==> config.mk <==
export PLATFORM = sky130hd
export DESIGN_NAME = mux_io_cell
export DESIGN_NICKNAME = d
export VERILOG_FILES = /design/src/rtl/mio_pkg.sv /design/src/rtl/mio_mux4.sv /design/src/rtl/mio_hold.sv /design/src/rtl/mio_pad_drive.sv /design/src/rtl/mux_io_cell.sv
export SDC_FILE = /design/constraint.sdc
export NUM_CORES = 1
export LEC_CHECK = 0
export ABC_AREA = 1
export BUFFER_PORTS_ARGS = -buffer_cell sky130_fd_sc_hd__buf_2
export CORE_ASPECT_RATIO = 1.5
export CORE_MARGIN = 2
export CORE_UTILIZATION = 47
export DETAILED_ROUTE_END_ITERATION = 8
export HOLD_SLACK_MARGIN = 0.1
export PLACE_DENSITY_LB_ADDON = 0.1
export REMOVE_ABC_BUFFERS = 1
export SLEW_MARGIN = 20
export SYNTH_ARGS = -nofsm -noshare
export SYNTH_HDL_FRONTEND = slang
export SYNTH_SLANG_ARGS = --single-unit
==> constraint.sdc <==
create_clock -name clk -period 1.8 [get_ports clk]
set_clock_uncertainty 0.1 [all_clocks]
set_input_delay 0.09 -clock clk [delete_from_list [all_inputs] [get_ports clk]]
set_output_delay 0.09 -clock clk [all_outputs]
set_load 0.02 [all_outputs]
==> src/rtl/mio_pkg.sv <==
package mio_pkg;

    typedef enum logic [1:0] {
        MODE_PASS     = 2'b00,
        MODE_FLOP     = 2'b01,
        MODE_LATCH    = 2'b10,
        MODE_PASS_ALT = 2'b11
    } hold_mode_e;

    typedef struct packed {
        hold_mode_e out_mode;
        hold_mode_e in_mode;
        logic       invert;
        logic       open_drain;
        logic [3:0] tie_high;
    } cell_cfg_t;

endpackage

==> src/rtl/mio_mux4.sv <==
module mio_mux4 #(
    parameter int W = 8
) (
    input  logic [3:0][W-1:0] src,
    input  logic [3:0]        tie_high,
    input  logic [1:0]        sel,
    output logic [W-1:0]      y
);
    localparam int NSRC = 4;

    logic [NSRC-1:0][W-1:0] eff;

    for (genvar k = 0; k < NSRC; k++) begin : g_src
        assign eff[k] = tie_high[k] ? {W{1'b1}} : src[k];
    end

    always_comb begin
        y = eff[sel];
    end
endmodule

==> src/rtl/mio_hold.sv <==
module mio_hold
    import mio_pkg::*;
#(
    parameter int W = 8
) (
    input  logic         clk,
    input  logic         rst,
    input  hold_mode_e   mode,
    input  logic         ce,
    input  logic         en,
    input  logic [W-1:0] d,
    output logic [W-1:0] q
);
    typedef struct packed {
        logic [W-1:0] val;
    } hold_state_t;

    hold_state_t st_d, st_q;

    always_comb begin
        st_d = st_q;
        if (rst) begin
            st_d.val = '0;
        end else if ((mode == MODE_FLOP && ce) || (mode == MODE_LATCH && en)) begin
            st_d.val = d;
        end
    end

    always_ff @(posedge clk) begin
        st_q <= st_d;
    end

    always_comb begin
        unique case (mode)
            MODE_FLOP:  q = st_q.val;
            MODE_LATCH: q = en ? d : st_q.val;
            default:    q = d;
        endcase
    end
endmodule

==> src/rtl/mio_pad_drive.sv <==
module mio_pad_drive #(
    parameter int W = 8
) (
    input  logic [W-1:0] data,
    input  logic         invert,
    input  logic         open_drain,
    input  logic         oe,
    output logic [W-1:0] pad_out,
    output logic [W-1:0] pad_oe
);
    logic [W-1:0] pol;

    always_comb begin
        pol = data ^ {W{invert}};
        if (open_drain) begin
            pad_out = '0;
            pad_oe  = oe ? ~pol : '0;
        end else begin
            pad_out = pol;
            pad_oe  = {W{oe}};
        end
    end
endmodule

==> src/rtl/mux_io_cell.sv <==
module mux_io_cell
    import mio_pkg::*;
#(
    parameter int W = 8
) (
    input  logic         clk,
    input  logic         rst,
    input  logic [1:0]   cfg_out_mode,
    input  logic [1:0]   cfg_in_mode,
    input  logic         cfg_invert,
    input  logic         cfg_open_drain,
    input  logic [3:0]   cfg_tie_high,
    input  logic [W-1:0] src0,
    input  logic [W-1:0] src1,
    input  logic [W-1:0] src2,
    input  logic [W-1:0] src3,
    input  logic [1:0]   sel,
    input  logic         ce,
    input  logic         en,
    input  logic         oe,
    input  logic [W-1:0] pad_in,
    output logic [W-1:0] pad_out,
    output logic [W-1:0] pad_oe,
    output logic [W-1:0] in_data,
    output logic [W-1:0] adj_out
);
    cell_cfg_t cfg_d, cfg_q;

    always_comb begin
        cfg_d = cfg_q;
        if (rst) begin
            cfg_d.out_mode   = hold_mode_e'(cfg_out_mode);
            cfg_d.in_mode    = hold_mode_e'(cfg_in_mode);
            cfg_d.invert     = cfg_invert;
            cfg_d.open_drain = cfg_open_drain;
            cfg_d.tie_high   = cfg_tie_high;
        end
    end

    always_ff @(posedge clk) begin
        cfg_q <= cfg_d;
    end

    logic [3:0][W-1:0] src_bus;
    logic [W-1:0]      mux_w;
    logic [W-1:0]      stored_w;

    assign src_bus = {src3, src2, src1, src0};

    mio_mux4 #(.W(W)) i_mux (
        .src      (src_bus),
        .tie_high (cfg_q.tie_high),
        .sel      (sel),
        .y        (mux_w)
    );

    mio_hold #(.W(W)) i_out_hold (
        .clk  (clk),
        .rst  (rst),
        .mode (cfg_q.out_mode),
        .ce   (ce),
        .en   (en),
        .d    (mux_w),
        .q    (stored_w)
    );

    mio_hold #(.W(W)) i_in_hold (
        .clk  (clk),
        .rst  (rst),
        .mode (cfg_q.in_mode),
        .ce   (ce),
        .en   (en),
        .d    (pad_in),
        .q    (in_data)
    );

    mio_pad_drive #(.W(W)) i_drive (
        .data       (stored_w),
        .invert     (cfg_q.invert),
        .open_drain (cfg_q.open_drain),
        .oe         (oe),
        .pad_out    (pad_out),
        .pad_oe     (pad_oe)
    );

    assign adj_out = mux_w;
endmodule

; ---- After elaboration in Yosys (flattened, before gate mapping)
; Index checks and enable logic that the tools add are counted.
; Widths: inputs -> output; s select.
[totals]
output_inout_bits = 32
regBits = 26
inputBits = 57
[classes]
bitwise_logic = 2
muxes = 13
eq_ne = 4
n_reduce_logical = 6
magnitude_cmp = 1
[ops]
columns = op, n
row1 = $mux 8, 10
row2 = $pmux 8 s2, 2
row3 = $bmux 8 s2, 1
row4 = $not 8->8, 1
row5 = $xor 8x8->8, 1
row6 = $eq 2x1->1 const B, 2
row7 = $eq 2x2->1 const B, 2
row8 = $logic_and 1x1->1, 4
row9 = $lt 2x3->1 const B, 1
row10 = $logic_or 1x1->1, 2

; ---- Logic depth before layout (Yosys ltp)
[logic_depth]
word_depth = 9
ltp_mapped = 11
depth_no_buf = 10

; ---- Hierarchy
; From an unflattened synthesis, not the netlist that was laid out.
[unflattened]
hier_cells = 363
hier_area_um2 = 2182.1
[modules_own_cells]
columns = module, n_inst, cells_per_inst, area_each_um2
row1 = mio_hold, 2, 94, 558.0
row2 = mio_mux4, 1, 96, 442.9
row3 = mio_pad_drive, 1, 69, 322.8
row4 = mux_io_cell, 1, 10, 300.3

; ---- Worst setup path before layout
; OpenSTA, ideal clock, no wires.
[synth_timing]
kind = reg-to-output
start = register cfg_q[6] (netlist name)
end = output in_data[0]
arrival_time_ns = 1.456
setup_slack_ns = 0.154
path_buffers = 1
t_required_ns = 1.610
path_stages_with_launch = 6
path_cell_list = edfxtp_1 -> inv_1 -> ha_1 -> clkbuf_1 -> a21oi_1 -> o32ai_1
[synth_via]
elab_chain_cells = 2
elab_cells_between_ends = 3
classes_between = eq/ne: 2 / mux: 1
[synth_rtl]
columns = item, line
row1 = start: declaration, mux_io_cell.sv:27  ; cell_cfg_t cfg_d, cfg_q;
row2 = start signal: assignment, mux_io_cell.sv:41  ; cfg_q <= cfg_d;
row3 = $eq 2x2->1 / $eq 2x1->1 (equally long branches), mio_hold.sv:34  ; unique case (mode)
row4 = $pmux 8 s2 (*), mio_hold.sv:34
row5 = end: declaration, mux_io_cell.sv:24  ; output logic [W-1:0] in_data,
; Every way passes the cells marked *; elsewhere a longest branch is shown, timed or not.

; ---- Worst setup path after layout
[layout_timing]
start = register cfg_q[8] (netlist name)
end = output pad_oe[3]
[layout_via]
elab_chain_cells = 6
elab_cells_between_ends = 7
classes_between = eq/ne: 2 / mux: 3 / bitwise: 2
[layout_rtl]
columns = item, line
row1 = $eq 2x2->1 / $eq 2x1->1 (equally long branches), mio_hold.sv:34
row2 = $pmux 8 s2 (*), mio_hold.sv:34
row3 = $xor 8x8->8 (*), mio_pad_drive.sv:14  ; pol = data ^ {W{invert}};
row4 = $not 8->8 (*), mio_pad_drive.sv:17  ; pad_oe = oe ? ~pol : '0;
row5 = $mux 8 (*), mio_pad_drive.sv:17
row6 = $mux 8 (*), mio_pad_drive.sv:15  ; if (open_drain) begin
row7 = end: declaration, mux_io_cell.sv:23  ; output logic [W-1:0] pad_oe,
; Marks and branches as above.

==> impl_results.md <==
* Status: complete, but fails checks
* Violations in the final reports: negative setup slack
* Clk pwr share at 18.3%
* Clock transition at path regs at roughly 0.09 ns
* Placed cell area at between 2000 and 2500 sq um
* Initial antenna violation count at 0
* Met1 Use GR at 27.0%
* M3 GR Usage at 3.12%
* Flop pwr share at 35.2%
* Setup violations, final at 17
* Crit start category: flop
* ANT cells at 0
* Initial cell density of the core at between 40% and 50%
* Non-Filler Instances at 447
* Die H at 82.6 microns
* Combinational Power Share at 46.5%
* Psw at 757 uW
* CP Launch Point: cfg_q[8]$_DFFE_PP_
* I/O Buffers at 88
* Overflow after GRT at 0
* Die area at 4660 sq um
* Power density over the cells at 668 nW/um^2
* Design Power at 2.03 mW
* Seq/Total Area, Yosys at 32.1%
* Final hold violations at 0
* CP arrival at 1.87 ns
* Hold WC Path Type: in -> reg
* CTS max path bufs at 2
* Tot GR Track Use at 25.0%
* Final instance area at approximately 3000 sq um
* Drt pass-1 iters at 4
* GR Layer Usage met2 at 49.5%
* FMAX at roughly 480 MHz
* Final worst slack at -0.262 ns
* Period utilization at 115%
* Final ANT Viol Nets at 0
* Ys Warns at 0
* Crit path max fanout at 8
* Worst skew pair latency at around 0.26 ns
* CTS H-Tree Depth at 1
* Unique masters post-synth at 25
* Rows at 28
* CP max stage delay at 0.42 ns
* Final Net Count at 464
* Layout cells sized above 1 at 40.3%
* Yosys top cell by area: dfxtp_1
* Vias/cell at approximately 5.0
* Crit path kind: reg -> out
* Sw frac at 37.2%
* Hold_sp: src3[1]
* Worst setup EP type: output port
* Top-area cell type share of the netlist area at approximately 17%
* DR DRC count at 0
* Sink Count at 26
* CTS Root Cell: clkbuf_8
* GRT Max-Usage Layer: met2
* Die width at 56.4 microns
* Leak pwr at between 1.5 and 2 nW
* Flops & latches, synth at 26
* CP max stage cell: edfxtp_1
* Iteration-0 DRC Markers at 70
* Pin count of the biggest net entering global routing at 19
* Worst-Margin Slew at 0.564 ns
* Worst path most repeated cell: nand2_1
* Max_cap viols at 0
* Start of the worst register-to-register path: cfg_q[7]$_DFFE_PP_
* Max VDD drop at 938 uV
* Syn Std Cell Area at approximately 1900 sq um
* First-pass GRT wire length at 9300 microns
* Req. time, crit path at approximately 1.6 ns
* DP HPWL at ~3800 microns
* Routability cong. at 0.836
* Dpl ws at a little over 0.02 ns
* RSZ-0062 raised after global routing: true
* Max-slew headroom at 62.4%
* CP Cell Sequence: buf_4, ha_4, a21oi_4, nor2_4, buf_4, nand2_2, nand2_1, nand2_1, nand3_1, nand2_1, inv_1, buf_6
* Synth Instances at slightly below 300
* Area grow syn2layout at 57.5%
* Dpl cells at 418
* DR WL/cell at 13.7 microns
* Total Wirelength at 6110 microns
* Post-synthesis average cell area at about 6.6 sq um
* Num ports at 89
* Vias at 2231
* P_int at between 1 and 1.5 mW
* Period minus WS final at 2.06 ns
* Post-layout util at 77.0%
* Synth area leaders: dfxtp_1 (17%), nand2_1 (16%), edfxtp_1 (16%), inv_1 (9.1%), nand3_1 (6.7%)
* Vias in the first global route at 2143
* Num CTS Buffers at 3
* CTS tree: built
* Pins over their slew limit at 0
* CORE AREA at 3960 sq um
critical path, delay by kind of cell, from the launching register on:
| family | cells | cell delay, ns |
|---|---|---|
| fa+ha+maj | 1 | 0.16 |
| compound gates | 1 | 0.13 |
| simple gates | 6 | 0.44 |
| buf+inv | 4 | 0.46 |
| flops | 1 | 0.42 |
power groups by stage:
stage	Clock (mW)	Combinational, mW	Sequential (mW)
finish	0.372	0.946	0.715
global route	0.401	1.03	0.724
CTS	0.381	0.787	0.711
detailed placement	0	0.663	0.721
global placement	0	0.655	0.719
floorplan	0	0.431	0.712
cell type report:
cell class,instances,area [sq um]
flip-flops and latches,26,621
well taps,45,56.3
repair buffers,115,818
inverters,58,218
fillers,298,912
clock buffers,4,55.1
multi-input cells,199,1280
cell usage in the layout, fill, tap and decap left out, types with 3 or more instances in the layout:
master | synthesis | layout
a21oi_1 | 11 | 8
a21oi_4 | 0 | 3
buf_12 | 0 | 3
buf_2 | 5 | 67
buf_4 | 1 | 16
buf_6 | 1 | 10
clkbuf_8 | 0 | 4
dfxtp_1 | 16 | 16
dlygate4sd3_1 | 0 | 19
edfxtp_1 | 10 | 10
ha_4 | 0 | 4
inv_1 | 47 | 43
inv_2 | 10 | 14
nand2_1 | 82 | 73
nand2_2 | 10 | 17
nand3_1 | 26 | 23
nand3_2 | 6 | 9
nor2_1 | 24 | 22
o21ai_0 | 14 | 14
o21bai_1 | 8 | 8
o32ai_2 | 0 | 3
o32ai_4 | 0 | 5
sequential cells by signal (all words and copies together) (netlist names):
name,flops
i_in_hold.st_q,8
cfg_q,10
i_out_hold.st_q,8
metrics by stage:
step	hold slack (ns)	setup TNS, ns
2_1_floorplan	0.0889	0
6_report	0.169	-2.45
3_5_place_dp	0.169	0
3_3_place_gp	0.167	0
5_1_grt	0.206	-4.89
4_1_cts	0.162	-2.15
logic make-up after synthesis:
logic type / synth area share [%]
adder cells (fa/ha/maj): 2.59
buffers and inverters: 15.1
AND/OR/NAND/NOR: 36.0
AO/OA/AOI/OAI: 14.2
flip-flops: 32.1
cell usage after synthesis:
cell,count
a21oi_1,11
a22o_1,1
buf_2,5
buf_4,1
buf_6,1
buf_8,1
clkbuf_1,3
clkbuf_2,1
clkinv_1,1
dfxtp_1,16
edfxtp_1,10
ha_1,4
inv_1,47
inv_2,10
nand2_1,82
nand2_2,10
nand3_1,26
nand3_2,6
nor2_1,24
nor2_2,1
nor2_8,2
o21ai_0,14
o21ai_1,2
o21bai_1,8
o32ai_1,8
routing by layer:
metal / vias up / share of wire (%) / routed length [microns]
li1: 1135 / - / -
met1: 1013 / 40 / 2440
met2: 75 / 54 / 3310
met3: 8 / 4.6 / 278
met4: 0 / 1.4 / 83
met5: - / 0 / 0
worst paths after layout:
kind | end | slack (ns) | cells past startpoint
worst max register to register | i_in_hold.st_q[0]$_SDFFE_PP0P_ | 0.03 | 5
worst min-delay path | i_out_hold.st_q[1]$_SDFFE_PP0P_ | 0.17 | 7
worst max-delay path | pad_oe[3] | -0.26 | 12
worst min register to register | i_in_hold.st_q[7]$_SDFFE_PP0P_ | 0.43 | 2
repair_timing:
item,4_1_cts,5_1_grt
pin swaps,10,8
hold endpoints to repair,19,0
hold buffers,19,0
setup buffers,2,4
resized for setup,39,41
endpoints found under the setup margin,24,25
No activity file was read; power rests on OpenSTA's default activity.
